`src/rtl/rsup_pkg.sv`:
```
`timescale 1ns/1ps
package rsup_pkg;

    typedef enum logic [2:0] {
        ST_IDLE     = 3'd0,
        ST_PWRFAIL  = 3'd1,
        ST_OSCWAIT  = 3'd2,
        ST_HOLD     = 3'd3,
        ST_DEBOUNCE = 3'd4,
        ST_SETTLE   = 3'd5,
        ST_WAITREL  = 3'd6
    } rsup_state_e;

    function automatic int unsigned rsup_max3(input int unsigned a,
                                              input int unsigned b,
                                              input int unsigned c);
        int unsigned m;
        m = (a > b) ? a : b;
        return (m > c) ? m : c;
    endfunction

endpackage

```
`src/rtl/rsup_pin_sync.sv`:
```
`timescale 1ns/1ps
module rsup_pin_sync #(
    parameter int unsigned STAGES = 2
) (
    input  logic clk,
    input  logic arst_n,
    input  logic pin_async_i,
    output logic lvl_o,
    output logic fall_o,
    output logic rise_o
);

    localparam int unsigned CHAIN_W = (STAGES < 2) ? 2 : STAGES;

    typedef struct packed {
        logic [CHAIN_W-1:0] chain;
        logic               prev;
    } sync_t;

    sync_t s_d, s_q;

    always_comb begin
        s_d       = s_q;
        s_d.chain = {s_q.chain[CHAIN_W-2:0], pin_async_i};
        s_d.prev  = s_q.chain[CHAIN_W-1];
    end

    always_ff @(posedge clk or negedge arst_n) begin
        if (!arst_n) begin
            s_q <= '0;
        end else begin
            s_q <= s_d;
        end
    end

    assign lvl_o  = s_q.chain[CHAIN_W-1];
    assign fall_o = s_q.prev & ~s_q.chain[CHAIN_W-1];
    assign rise_o = ~s_q.prev & s_q.chain[CHAIN_W-1];

endmodule

```
`src/rtl/rsup_timer.sv`:
```
`timescale 1ns/1ps
module rsup_timer #(
    parameter int unsigned     CNT_W   = 8,
    parameter logic [CNT_W-1:0] RST_VAL = '0
) (
    input  logic             clk,
    input  logic             arst_n,
    input  logic             load_i,
    input  logic [CNT_W-1:0] load_val_i,
    output logic             zero_o
);

    typedef struct packed {
        logic [CNT_W-1:0] cnt;
    } tmr_t;

    tmr_t t_d, t_q;

    always_comb begin
        t_d = t_q;
        if (load_i) begin
            t_d.cnt = load_val_i;
        end else if (t_q.cnt != '0) begin
            t_d.cnt = t_q.cnt - 1'b1;
        end
    end

    always_ff @(posedge clk or negedge arst_n) begin
        if (!arst_n) begin
            t_q.cnt <= RST_VAL;
        end else begin
            t_q <= t_d;
        end
    end

    assign zero_o = (t_q.cnt == '0);

endmodule

```
`src/rtl/rsup_ctrl.sv`:
```
`timescale 1ns/1ps
module rsup_ctrl
    import rsup_pkg::*;
#(
    parameter int unsigned     CNT_W      = 8,
    parameter logic [CNT_W-1:0] HOLD_LD    = '0,
    parameter logic [CNT_W-1:0] DEB_LD     = '0,
    parameter logic [CNT_W-1:0] SETTLE_LD  = '0
) (
    input  logic             clk,
    input  logic             arst_n,
    input  logic             pwr_bad_i,
    input  logic             osc_stop_i,
    input  logic             osc_ready_i,
    input  logic             wdt_i,
    input  logic             lvl_i,
    input  logic             fall_i,
    input  logic             rise_i,
    input  logic             tmr_zero_i,
    output logic             tmr_load_o,
    output logic [CNT_W-1:0] tmr_val_o,
    output rsup_state_e      state_o,
    output logic             drive_o,
    output logic             active_o
);

    typedef struct packed {
        rsup_state_e st;
    } ctrl_t;

    ctrl_t c_d, c_q;

    always_comb begin
        c_d        = c_q;
        tmr_load_o = 1'b0;
        tmr_val_o  = '0;
        if (pwr_bad_i) begin
            c_d.st = ST_PWRFAIL;
        end else begin
            unique case (c_q.st)
                ST_PWRFAIL: begin
                    if (osc_stop_i && !osc_ready_i) begin
                        c_d.st = ST_OSCWAIT;
                    end else begin
                        c_d.st     = ST_HOLD;
                        tmr_load_o = 1'b1;
                        tmr_val_o  = HOLD_LD;
                    end
                end
                ST_OSCWAIT: begin
                    if (osc_ready_i) begin
                        c_d.st     = ST_HOLD;
                        tmr_load_o = 1'b1;
                        tmr_val_o  = HOLD_LD;
                    end
                end
                default: begin
                    if (wdt_i) begin
                        c_d.st     = ST_HOLD;
                        tmr_load_o = 1'b1;
                        tmr_val_o  = HOLD_LD;
                    end else begin
                        unique case (c_q.st)
                            ST_HOLD: begin
                                if (tmr_zero_i) c_d.st = ST_IDLE;
                            end
                            ST_IDLE: begin
                                if (fall_i) begin
                                    c_d.st     = ST_DEBOUNCE;
                                    tmr_load_o = 1'b1;
                                    tmr_val_o  = DEB_LD;
                                end
                            end
                            ST_DEBOUNCE: begin
                                if (tmr_zero_i) begin
                                    c_d.st     = ST_SETTLE;
                                    tmr_load_o = 1'b1;
                                    tmr_val_o  = SETTLE_LD;
                                end
                            end
                            ST_SETTLE: begin
                                if (tmr_zero_i) begin
                                    c_d.st = lvl_i ? ST_IDLE : ST_WAITREL;
                                end
                            end
                            ST_WAITREL: begin
                                if (rise_i) begin
                                    c_d.st     = ST_HOLD;
                                    tmr_load_o = 1'b1;
                                    tmr_val_o  = HOLD_LD;
                                end
                            end
                            default: c_d.st = ST_IDLE;
                        endcase
                    end
                end
            endcase
        end
    end

    always_ff @(posedge clk or negedge arst_n) begin
        if (!arst_n) begin
            c_q.st <= ST_HOLD;
        end else begin
            c_q <= c_d;
        end
    end

    assign state_o  = c_q.st;
    assign drive_o  = (c_q.st == ST_PWRFAIL) || (c_q.st == ST_OSCWAIT) ||
                      (c_q.st == ST_HOLD)    || (c_q.st == ST_DEBOUNCE);
    assign active_o = (c_q.st != ST_IDLE);

endmodule

```
`src/rtl/reset_supervisor.sv`:
```
`timescale 1ns/1ps
module reset_supervisor
    import rsup_pkg::*;
#(
    parameter int unsigned HOLD_CYC    = 1000,
    parameter int unsigned DEB_CYC     = 400,
    parameter int unsigned SYNC_STAGES = 2
) (
    input  logic clk,
    input  logic arst_n,
    input  logic pwr_bad_i,
    input  logic osc_stop_bkup_i,
    input  logic osc_ready_i,
    input  logic wdt_expire_i,
    input  logic pin_level_i,
    output logic pin_drive_o,
    output logic rst_active_o
);

    localparam int unsigned SETTLE_CYC = SYNC_STAGES + 2;
    localparam int unsigned MAX_CYC    = rsup_max3(HOLD_CYC, DEB_CYC, SETTLE_CYC);
    localparam int unsigned CNT_W      = $clog2(MAX_CYC + 1);
    localparam logic [CNT_W-1:0] HOLD_LD   = CNT_W'(HOLD_CYC - 1);
    localparam logic [CNT_W-1:0] DEB_LD    = CNT_W'(DEB_CYC - 1);
    localparam logic [CNT_W-1:0] SETTLE_LD = CNT_W'(SETTLE_CYC - 1);

    logic             lvl, fall, rise;
    logic             tmr_zero, tmr_load;
    logic [CNT_W-1:0] tmr_val;
    rsup_state_e      ctrl_state;

    rsup_pin_sync #(
        .STAGES (SYNC_STAGES)
    ) u_sync (
        .clk         (clk),
        .arst_n      (arst_n),
        .pin_async_i (pin_level_i),
        .lvl_o       (lvl),
        .fall_o      (fall),
        .rise_o      (rise)
    );

    rsup_timer #(
        .CNT_W   (CNT_W),
        .RST_VAL (HOLD_LD)
    ) u_timer (
        .clk        (clk),
        .arst_n     (arst_n),
        .load_i     (tmr_load),
        .load_val_i (tmr_val),
        .zero_o     (tmr_zero)
    );

    rsup_ctrl #(
        .CNT_W     (CNT_W),
        .HOLD_LD   (HOLD_LD),
        .DEB_LD    (DEB_LD),
        .SETTLE_LD (SETTLE_LD)
    ) u_ctrl (
        .clk         (clk),
        .arst_n      (arst_n),
        .pwr_bad_i   (pwr_bad_i),
        .osc_stop_i  (osc_stop_bkup_i),
        .osc_ready_i (osc_ready_i),
        .wdt_i       (wdt_expire_i),
        .lvl_i       (lvl),
        .fall_i      (fall),
        .rise_i      (rise),
        .tmr_zero_i  (tmr_zero),
        .tmr_load_o  (tmr_load),
        .tmr_val_o   (tmr_val),
        .state_o     (ctrl_state),
        .drive_o     (pin_drive_o),
        .active_o    (rst_active_o)
    );

endmodule

```
`config.mk`:
```
export PLATFORM = sky130hd
export DESIGN_NAME = reset_supervisor
export DESIGN_NICKNAME = d
export VERILOG_FILES = /design/src/rtl/rsup_pkg.sv /design/src/rtl/rsup_pin_sync.sv /design/src/rtl/rsup_timer.sv /design/src/rtl/rsup_ctrl.sv /design/src/rtl/reset_supervisor.sv
export SDC_FILE = /design/constraint.sdc
export NUM_CORES = 1
export LEC_CHECK = 0
export ABC_AREA = 1
export ABC_CLOCK_PERIOD_IN_PS = 1800
export CORE_MARGIN = 2
export CORE_UTILIZATION = 50
export DETAILED_ROUTE_END_ITERATION = 8
export DONT_BUFFER_PORTS = 1
export PLACE_DENSITY = 0.67
export SLEW_MARGIN = 20
export SYNTH_ARGS = -nofsm -noshare
export SYNTH_HDL_FRONTEND = slang
export SYNTH_SLANG_ARGS = --single-unit
```
`constraint.sdc`:
```
create_clock -name clk -period 1.8 [get_ports clk]
set_input_delay 0.18 -clock clk [delete_from_list [all_inputs] [get_ports clk]]
set_output_delay 0.18 -clock clk [all_outputs]
set_load 0.005 [all_outputs]
```
==> flow_summary.json, run 1 <==
{
  "power_density_mw_per_mm2": 1290,
  "hold_path_class": "input pin to flop",
  "peakVddDrop_v": 0.000814,
  "nets": 173,
  "synth_xor_xnor_area_share": 0.0543,
  "drive_above_1_share": 0.153,
  "cpPeakStageDelay_ns": 0.60,
  "dp_hpwl_mm": 1.81,
  "post_drt_wl_per_cell_um": 12.2,
  "core_mm2": 0.00217,
  "diodes": 0,
  "maxSlewHeadroom": 0.515,
  "io_pins": 9,
  "crit_buf_inv": 1,
  "drc": 0,
  "synth_area_mm2": 0.00113,
  "clk_pin_slew_worst_paths_ns": 0.10,
  "vias": 1020,
  "die_w_um": 51.5,
  "status": "finished clean",
  "antenna_found_initial": 0,
  "yosysTopAreaCellShare": 0.233,
  "synth_compound_area_frac": 0.0930,
  "cp_top_family": "flip-flops",
  "arrival_ns": 1.87,
  "numCtsBuffers": 3,
  "drv_slew": 0,
  "grt_pass1_wl_mm": 4.26,
  "synth.largest_area_cell": "dfstp_2",
  "clockRootBuffer": "clkbuf_4",
  "cts_tree": "yes",
  "synth_fa_ha_area_frac": 0.0221,
  "dp_slack_ns": 0.174,
  "htreeDepth": 1,
  "cp.required_ns": 2.02,
  "die_area_mm2": 0.00266,
  "die_y_um": 51.5,
  "ys_seq_elements": 16,
  "fmax_mhz": 606,
  "timing.final.ws_setup_ns": 0.151,
  "tns_ns": 0,
  "routed_wl_mm": 2.32,
  "cts_setup_buffers": 0,
  "drt_iter0_drc": 35,
  "hold_violations": 0,
  "ant_nets": 0,
  "synth-warning-count": 0,
  "crit_top_cell": "nand2_2",
  "drt_first_pass_iters": 4,
  "initial_core_util": 0.521,
  "clock_sinks": 16,
  "syn_nets": 167,
  "syn_avg_cell_area_um2": 7.15,
  "num_rows": 17,
  "syn2layout_area_growth_pct": 7.53,
  "yosys.area_share.simple": 0.389,
  "synth.mux.area_fraction": 0,
  "cp_cell_sequence": "inv_2 -> nand3_1 -> nand2_2 -> nand3_2 -> nand2_2 -> a21oi_4 -> nor2_4 -> a21oi_1",
  "fin_skew_ns": 0.00477,
  "synth-seq-area-share": 0.365,
  "nFillCells": 223,
  "place.gp.congestion": 0.940,
  "io_buffers": 0,
  "grt_usage": 0.216,
  "tightest_slew_ns": 0.725,
  "slowest_stage": "dfstp_2",
  "post-route-period-util": 0.916,
  "cp_max_fo": 6,
  "grt_overflow_total": 0,
  "clk_latency_ns": 0.29,
  "viasPerCell": 5.34,
  "critical_path_class": "flop to flop",
  "rsz0062_at_grt": "false",
  "crit_path_start_kind": "flop",
  "clockBufferDepth": 2,
  "end_kind": "flop",
  "grt_max_degree": 17,
  "period_needed_ns": 1.65,
  "setup_viol": 0,
  "power_leakage_nw": 0.582,
  "synth.distinct_cells": 26,
  "final_common_cell": "nand2_1",
  "synth_top_family_by_area": "simple AND/OR/NAND/NOR gates",
  "postSynthCellCount": 158,
  "final_cell_mix": "nand2_1, nand3_1, nor2_1",
  "grt_pass1_vias": 982,
  "maxCapViolCount": 0,
  "synth_area_leaders": "dfstp_2, dfrtp_1, nand2_1"
}
power breakdown:
group          switching [W]  internal (W)
Sequential         0.0000912      0.000525
Combinational       0.000454      0.000255
Clock               0.000117      0.000123
Total               0.000662      0.000904
final cells by class:
cell class / count / area (um^2) / share of cell area
multi-input combinational: 121 / 636 / 0.523
sequential: 16 / 413 / 0.340
inverter: 20 / 75.1 / 0.0618
clock buffer: 4 / 36.3 / 0.0299
tap: 28 / 35.0 / 0.0288
timing repair buffer: 2 / 20.0 / 0.0165
flip-flops by register name (all words and copies together) (netlist names):
signal	cells
u_ctrl.state_o	3
u_sync.lvl_o	1
u_sync.s_d	1
u_sync.s_q	1
u_timer.t_q	10
worst register-to-register path, delay by kind of cell, from the launching register on:
kind,cells,cell delay [ns]
DFF,1,0.60
and+or+nand+nor,5,0.57
AOI/OAI and AO/OA,2,0.35
buffers and inverters,1,0.07
stage by stage:
stage | utilization | instance area, um^2 | total power, W | hold WS [ns] | std cells
finish | 0.560 | 1210 | 0.00157 | 0.0277 | 191
global route | 0.560 | 1210 | 0.00172 | 0.0577 | 191
global placement | 0.532 | 1150 | 0.00130 | -0.115 | 185
detailed placement | 0.532 | 1150 | 0.00131 | -0.115 | 185
CTS | 0.558 | 1210 | 0.00157 | 0.0234 | 191
floorplan | - | 1130 | 0.00119 | -0.116 | 158
final timing paths:
kind | cells past startpoint | slack (ns) | endpoint | from
worst max-delay path | 8 | 0.15 | u_timer.t_q[9] | u_ctrl.state_o[0]
worst min-delay path | 3 | 0.03 | u_ctrl.state_o[1] | pwr_bad_i
worst max register to register | 8 | 0.15 | u_timer.t_q[9] | u_ctrl.state_o[0]
worst min register to register | 0 | 0.36 | u_sync.lvl_o | u_sync.s_d[2]
max in group asynchronous | 1 | 0.96 | u_sync.s_q[0] | arst_n
min in group asynchronous | 1 | 0.38 | u_ctrl.state_o[2] | arst_n
routing by layer:
layer | share of wire | vias to the layer above | global-route usage
li1 | - | 525 | -
met1 | 0.46 | 468 | 0.286
met4 | 0.015 | 0 | 0.0789
met5 | 0 | - | 0
met2 | 0.49 | 23 | 0.357
met3 | 0.033 | 4 | 0.0345
logic make-up (layout without fill, tap and decap cells):
| kind of cell | after synthesis | count (layout) |
|---|---|---|
| XOR/XNOR | 7 | 7 |
| buffers and inverters | 21 | 26 |
| adder cells (fa/ha/maj) | 2 | 2 |
| AND/OR/NAND/NOR | 95 | 95 |
| flip-flops | 16 | 16 |
| AO/OA/AOI/OAI | 17 | 17 |
Yosys cell counts:
library cell,count
inv_2,2
a21oi_4,1
nand3_2,1
nand4_1,3
dfstp_2,10
a21oi_1,6
o21ai_0,5
nand2_1,34
buf_6,1
inv_1,18
nor2_4,2
nand3b_1,3
o21bai_1,1
nor3_1,3
o211ai_1,1
ha_1,2
dfrtp_1,6
nor2_1,22
xor2_1,7
nor2_2,1
o21ai_1,1
or2_2,1
o22ai_1,1
nand2_2,2
nand3_1,23
o21a_1,1
what timing repair did:
| action | 4_1_cts | 5_1_grt |
|---|---|---|
| resized for setup | 0 | 1 |
| hold buffers | 2 | 0 |
| endpoints found under the hold margin | 17 | 0 |
| endpoints found under the setup margin | 0 | 3 |
Note: power is estimated with default switching activity, not from simulation.
==> inputs of run 2 (changes only) <==
CORE_UTILIZATION = 60   (was 50)
PLACE_DENSITY = 0.78   (was 0.67)
==> run 2 against run 1 <==
  * Die area decreased by 15%
  * Maximum frequency decreased by 1.6%
  * Clock power decreased by 18%
  * Global-route usage increased by 4.4 points
  * Count of clock-buffer cells in the layout unchanged
  * Clock skew increased by 0.00082 ns
  * Sequential share of layout area decreased by 0.17 points
  * Total power increased by 0.74%
  * Cell area increased by 0.51%
  * First-iteration DRC count increased by 49%
  * Utilization increased by 14 points
  * Critical path type unchanged
  * Highest routed layer unchanged
==> flow_summary.json, run 2 (same netlist as run 1, synthesis figures left out) <==
{
  "dp_cells": 182,
  "final_common_cell": "nand2_1",
  "wl_met2_mm": 1.07,
  "min_to": "u_ctrl.state_o[1]",
  "fin_skew_ns": 0.00560,
  "post-route-period-util": 0.931,
  "end_kind": "flop",
  "tightest_slew_ns": 0.717,
  "hold_path_depth": 3,
  "final_cell_mix": "nand2_1, nor2_1, nand3_1",
  "initial_core_util": 0.647,
  "die_y_um": 47.4,
  "vias": 1065,
  "clock_sinks": 16,
  "layout.area.seq_um2": 413,
  "io_pins": 9,
  "drc": 0,
  "period_needed_ns": 1.68,
  "io_buffers": 0,
  "status": "finished clean",
  "maxCapViolCount": 0,
  "placed_cell_area_mm2": 0.00115,
  "clk_latency_ns": 0.29,
  "htreeDepth": 1,
  "hold_violations": 0,
  "reg2reg_slack_ns": 0.12,
  "grt_max_degree": 17,
  "maxSlewHeadroom": 0.520,
  "reg2reg_from": "u_ctrl.state_o[0]",
  "cp.required_ns": 2.01,
  "num_rows": 15,
  "cts_tree": "yes",
  "viasPerCell": 5.61,
  "die_area_mm2": 0.00225,
  "peakVddDrop_v": 0.000837,
  "post_drt_wl_per_cell_um": 12.6,
  "drt_iter0_drc": 52,
  "drive_above_1_share": 0.164,
  "drt_first_pass_iters": 5,
  "cp_max_fo": 6,
  "antenna_found_initial": 0,
  "crit_path_start_kind": "flop",
  "power_density_mw_per_mm2": 1290,
  "die_w_um": 47.4,
  "fmax_mhz": 596,
  "total_power_w": 0.00158,
  "hold_path_class": "input pin to flop",
  "arrival_ns": 1.89,
  "ant_nets": 0,
  "hold-worst-slack_ns": 0.0437,
  "regMostFlops": "u_timer.t_q",
  "r2r_cells": 8,
  "min-delay-start": "pwr_bad_i",
  "numCtsBuffers": 3,
  "largest_reg_flops": 10,
  "syn2layout_area_growth_pct": 8.08,
  "grt_overflow_total": 0,
  "critical_path_class": "flop to flop",
  "routed_wl_mm": 2.40,
  "place.gp.congestion": 0.983,
  "nFillCells": 151,
  "grt_pass1_vias": 956,
  "grt_usage": 0.260,
  "fin_area_mm2": 0.00122,
  "drv_slew": 0,
  "top_layer": "met4",
  "power_leakage_nw": 0.587,
  "setup_viol": 0,
  "clockRootBuffer": "clkbuf_4",
  "diodes": 0,
  "wl_met3_um": 143,
  "nets": 175,
  "clk_pin_slew_worst_paths_ns": 0.09,
  "clockBufferDepth": 2,
  "finalNonFillerCells": 190,
  "r2r-end": "u_timer.t_q[5]",
  "post-route-util": 0.700,
  "multi_input_area_um2": 641,
  "core_mm2": 0.00175,
  "met1_length_mm": 1.13,
  "dp_hpwl_mm": 1.79,
  "grt_pass1_wl_mm": 4.05
}
[run 2: cell count changes in the layout (fill, tap and decap cells not counted), sizes merged]
cell	previous run	this run
buf	0	2
[run 2: power by group]
part	internal, W	switching [W]
clock	0.0000861	0.000111
sequential	0.000525	0.0000943
combinational	0.000282	0.000479
total	0.000893	0.000684
[run 2: per-layer routing]
layer  up-vias  track usage
li1        530            -
met5         -            0
met1       491        0.367
met3         6       0.0500
met2        38        0.381
met4         0        0.128
[run 2: area by class of cell]
cell class,instances,area share
Multi-Input combinational cell,121,0.525
Clock buffer,4,0.0215
Sequential cell,16,0.338
Timing Repair Buffer,4,0.0287
Tap cell,25,0.0256
Inverter,20,0.0615
[run 2: worst max-delay path by stage]
stage / startpoint / to / slack (ns)
after global routing: u_ctrl.state_o[0] / u_timer.t_q[5] / -0.01
after global placement: u_ctrl.state_o[1] / u_timer.t_q[5] / 0.15
after CTS: u_ctrl.state_o[1] / u_timer.t_q[5] / 0.1
after floorplan: u_ctrl.state_o[1] / u_timer.t_q[5] / 0.35
after detailed placement: u_ctrl.state_o[1] / u_timer.t_q[5] / 0.12
final: u_ctrl.state_o[0] / u_timer.t_q[5] / 0.12
[run 2: critical path, stage by stage, from the launching register on]
cell and delay, ns:
dfstp_2 0.60, inv_2 0.08, nor2_1 0.14, nand3_1 0.13, nand3_2 0.13, nand2_2 0.08, a21oi_4 0.20, nor2_4 0.06
a21oi_1 0.16
[run 2: metrics by stage]
stage / setup slack, ns / setup TNS [ns]
after floorplan: 0.354 / 0
after global placement: 0.155 / 0
after detailed placement: 0.123 / 0
after CTS: 0.0981 / 0
after global routing: -0.0101 / -0.0101
final: 0.123 / 0
[run 2: what timing repair did]
action | 4_1_cts | 5_1_grt
resized for setup | 0 | 2
setup buffers | 0 | 2
endpoints found under the setup margin | 0 | 1
hold buffers | 2 | 0
hold endpoints to repair | 17 | 0
==> inputs of run 3 (changes only) <==
CTS_CLUSTER_SIZE = 16   (was not set)
MAX_ROUTING_LAYER = met4   (was not set)
==> run 3 against run 2 <==
  * Register-to-register slack improved by 0.03 ns
  * Clock skew up 0.0026 ns
  * Maximum frequency up 1.7%
  * Total power up 0.31%
  * Flip-flop and latch count did not move
  * Cell count is 1.1% lower
  * Global-route usage up 0.073 points
  * Sequential share of layout area rose by 0.31 points
  * Count of clock-buffer cells in the layout is the same
  * Critical path type unchanged
  * Largest power group unchanged
==> flow_summary.json, run 3 (same netlist as run 1, synthesis figures left out) <==
{
  "drive_above_1_share": 0.153,
  "die_area_mm2": 0.00225,
  "grt_max_degree": 17,
  "p_sw_w": 0.000677,
  "clk_latency_ns": 0.31,
  "post-route-period-util": 0.916,
  "clockBufferDepth": 2,
  "io_pins": 9,
  "hold_violations": 0,
  "regMostFlops": "u_timer.t_q",
  "dp_hpwl_mm": 1.81,
  "cp.required_ns": 2.04,
  "crit_path_start_kind": "flop",
  "final_cell_mix": "nand2_1, nand3_1, nor2_1",
  "power.share.clock": 0.157,
  "end_kind": "flop",
  "viasPerCell": 5.69,
  "status": "finished clean",
  "grt_pass1_wl_mm": 3.91,
  "htreeDepth": 1,
  "multi_input_area_um2": 634,
  "grt_util_met3": 0.0577,
  "place.gp.congestion": 1.02,
  "fin_area_mm2": 0.00121,
  "fmax_mhz": 606,
  "grt_usage": 0.261,
  "peakVddDrop_v": 0.000814,
  "cp_cell_sequence": "nand3_1 -> nand3_1 -> nor2_4 -> a21oi_4 -> nor2_4 -> a21oi_1",
  "tightest_slew_ns": 0.709,
  "r2r_cells": 6,
  "drt_iter0_drc": 62,
  "drv_slew": 0,
  "initial_core_util": 0.647,
  "numCtsBuffers": 3,
  "grt_pass1_vias": 939,
  "fin_skew_ns": 0.00817,
  "drc": 0,
  "nFillCells": 140,
  "setup_viol": 0,
  "cpPeakStageDelay_ns": 0.63,
  "rsz0062_at_grt": "false",
  "largest_reg_flops": 10,
  "ant_nets": 0,
  "cts_tree": "yes",
  "maxCapViolCount": 0,
  "arrival_ns": 1.89,
  "met2_usage": 0.384,
  "drt_first_pass_iters": 6,
  "maxSlewHeadroom": 0.526,
  "power.share.combinational": 0.450,
  "period_needed_ns": 1.65,
  "layout.area.seq_um2": 413,
  "final_common_cell": "nand2_1",
  "hold_path_depth": 3,
  "nets": 173,
  "hold_path_class": "input pin to flop",
  "diodes": 0,
  "clock_sinks": 16,
  "grt_overflow_total": 0,
  "power_leakage_nw": 0.575,
  "clockRootBuffer": "clkbuf_4",
  "switching_share": 0.428,
  "tns_ns": 0,
  "die_w_um": 47.4,
  "critical_path_class": "flop to flop",
  "slowest_stage": "dfstp_2",
  "syn2layout_area_growth_pct": 7.09,
  "die_y_um": 47.4,
  "routed_wl_mm": 2.43,
  "cp_max_fo": 10,
  "timing.final.ws_setup_ns": 0.151,
  "vias": 1070,
  "core_mm2": 0.00175,
  "antenna_found_initial": 0,
  "power_density_mw_per_mm2": 1310,
  "top_usage_layer": "met2",
  "power.internal_w": 0.000905,
  "power.share.sequential": 0.392,
  "num_rows": 15,
  "placed_cell_area_mm2": 0.00115,
  "post-route-util": 0.693,
  "dp_slack_ns": 0.171,
  "use_met1": 0.348,
  "io_buffers": 0,
  "clk_pin_slew_worst_paths_ns": 0.10,
  "post_drt_wl_per_cell_um": 12.9
}
run 3: cell types whose count changed in the layout (fill, tap and decap cells not counted), sizes merged:
| cell | delta |
|---|---|
| buf | -2 |
run 3: final cells by class:
class | count | area share
clock buffer | 4 | 0.0300
inverter | 20 | 0.0620
multi-input combinational | 121 | 0.524
sequential | 16 | 0.341
tap | 25 | 0.0259
timing repair buffer | 2 | 0.0165
run 3: worst max-delay path, delay by kind of cell (launching register included):
family	cells	cell delay, ns
and+or+nand+nor	4	0.60
AOI/OAI and AO/OA	2	0.35
DFF	1	0.63
run 3: through the flow:
step | total power (W) | cells | hold slack [ns]
6_report | 0.00158 | 188 | 0.0178
3_3_place_gp | 0.00129 | 182 | -0.115
2_1_floorplan | 0.00119 | 158 | -0.116
5_1_grt | 0.00171 | 188 | 0.0488
4_1_cts | 0.00157 | 188 | 0.00989
3_5_place_dp | 0.00131 | 182 | -0.115
run 3: path summary, 6_finish.rpt:
check | start | endpoint | slack [ns]
hold / removal | pwr_bad_i | u_ctrl.state_o[1] | 0.02
min in group asynchronous | arst_n | u_timer.t_q[4] | 0.36
hold reg to reg | u_sync.s_d[2] | u_sync.lvl_o | 0.37
setup / recovery | u_ctrl.state_o[1] | u_timer.t_q[6] | 0.15
setup reg to reg | u_ctrl.state_o[1] | u_timer.t_q[6] | 0.15
max in group asynchronous | arst_n | u_ctrl.state_o[2] | 0.99
run 3: power by group through the flow:
stage               clock network (W)  registers (W)  logic, W
detailed placement                  0       0.000623  0.000682
floorplan                           0       0.000586  0.000606
global placement                    0       0.000620  0.000675
finish                       0.000249       0.000621  0.000713
global route                 0.000270       0.000633  0.000805
CTS                          0.000254       0.000617  0.000700
run 3: layer usage:
layer	wire length [um]	vias to the layer above
li1	-	526
met1	1110	482
met2	1100	57
met3	191	5
met4	36	0
met5	0	-
run 3: repair_timing:
item / CTS / global route
hold buffers: 2 / 0
setup endpoints to repair: 0 / 3
endpoints found under the hold margin: 17 / 0
setup buffers: 0 / 0
resized for setup: 0 / 1
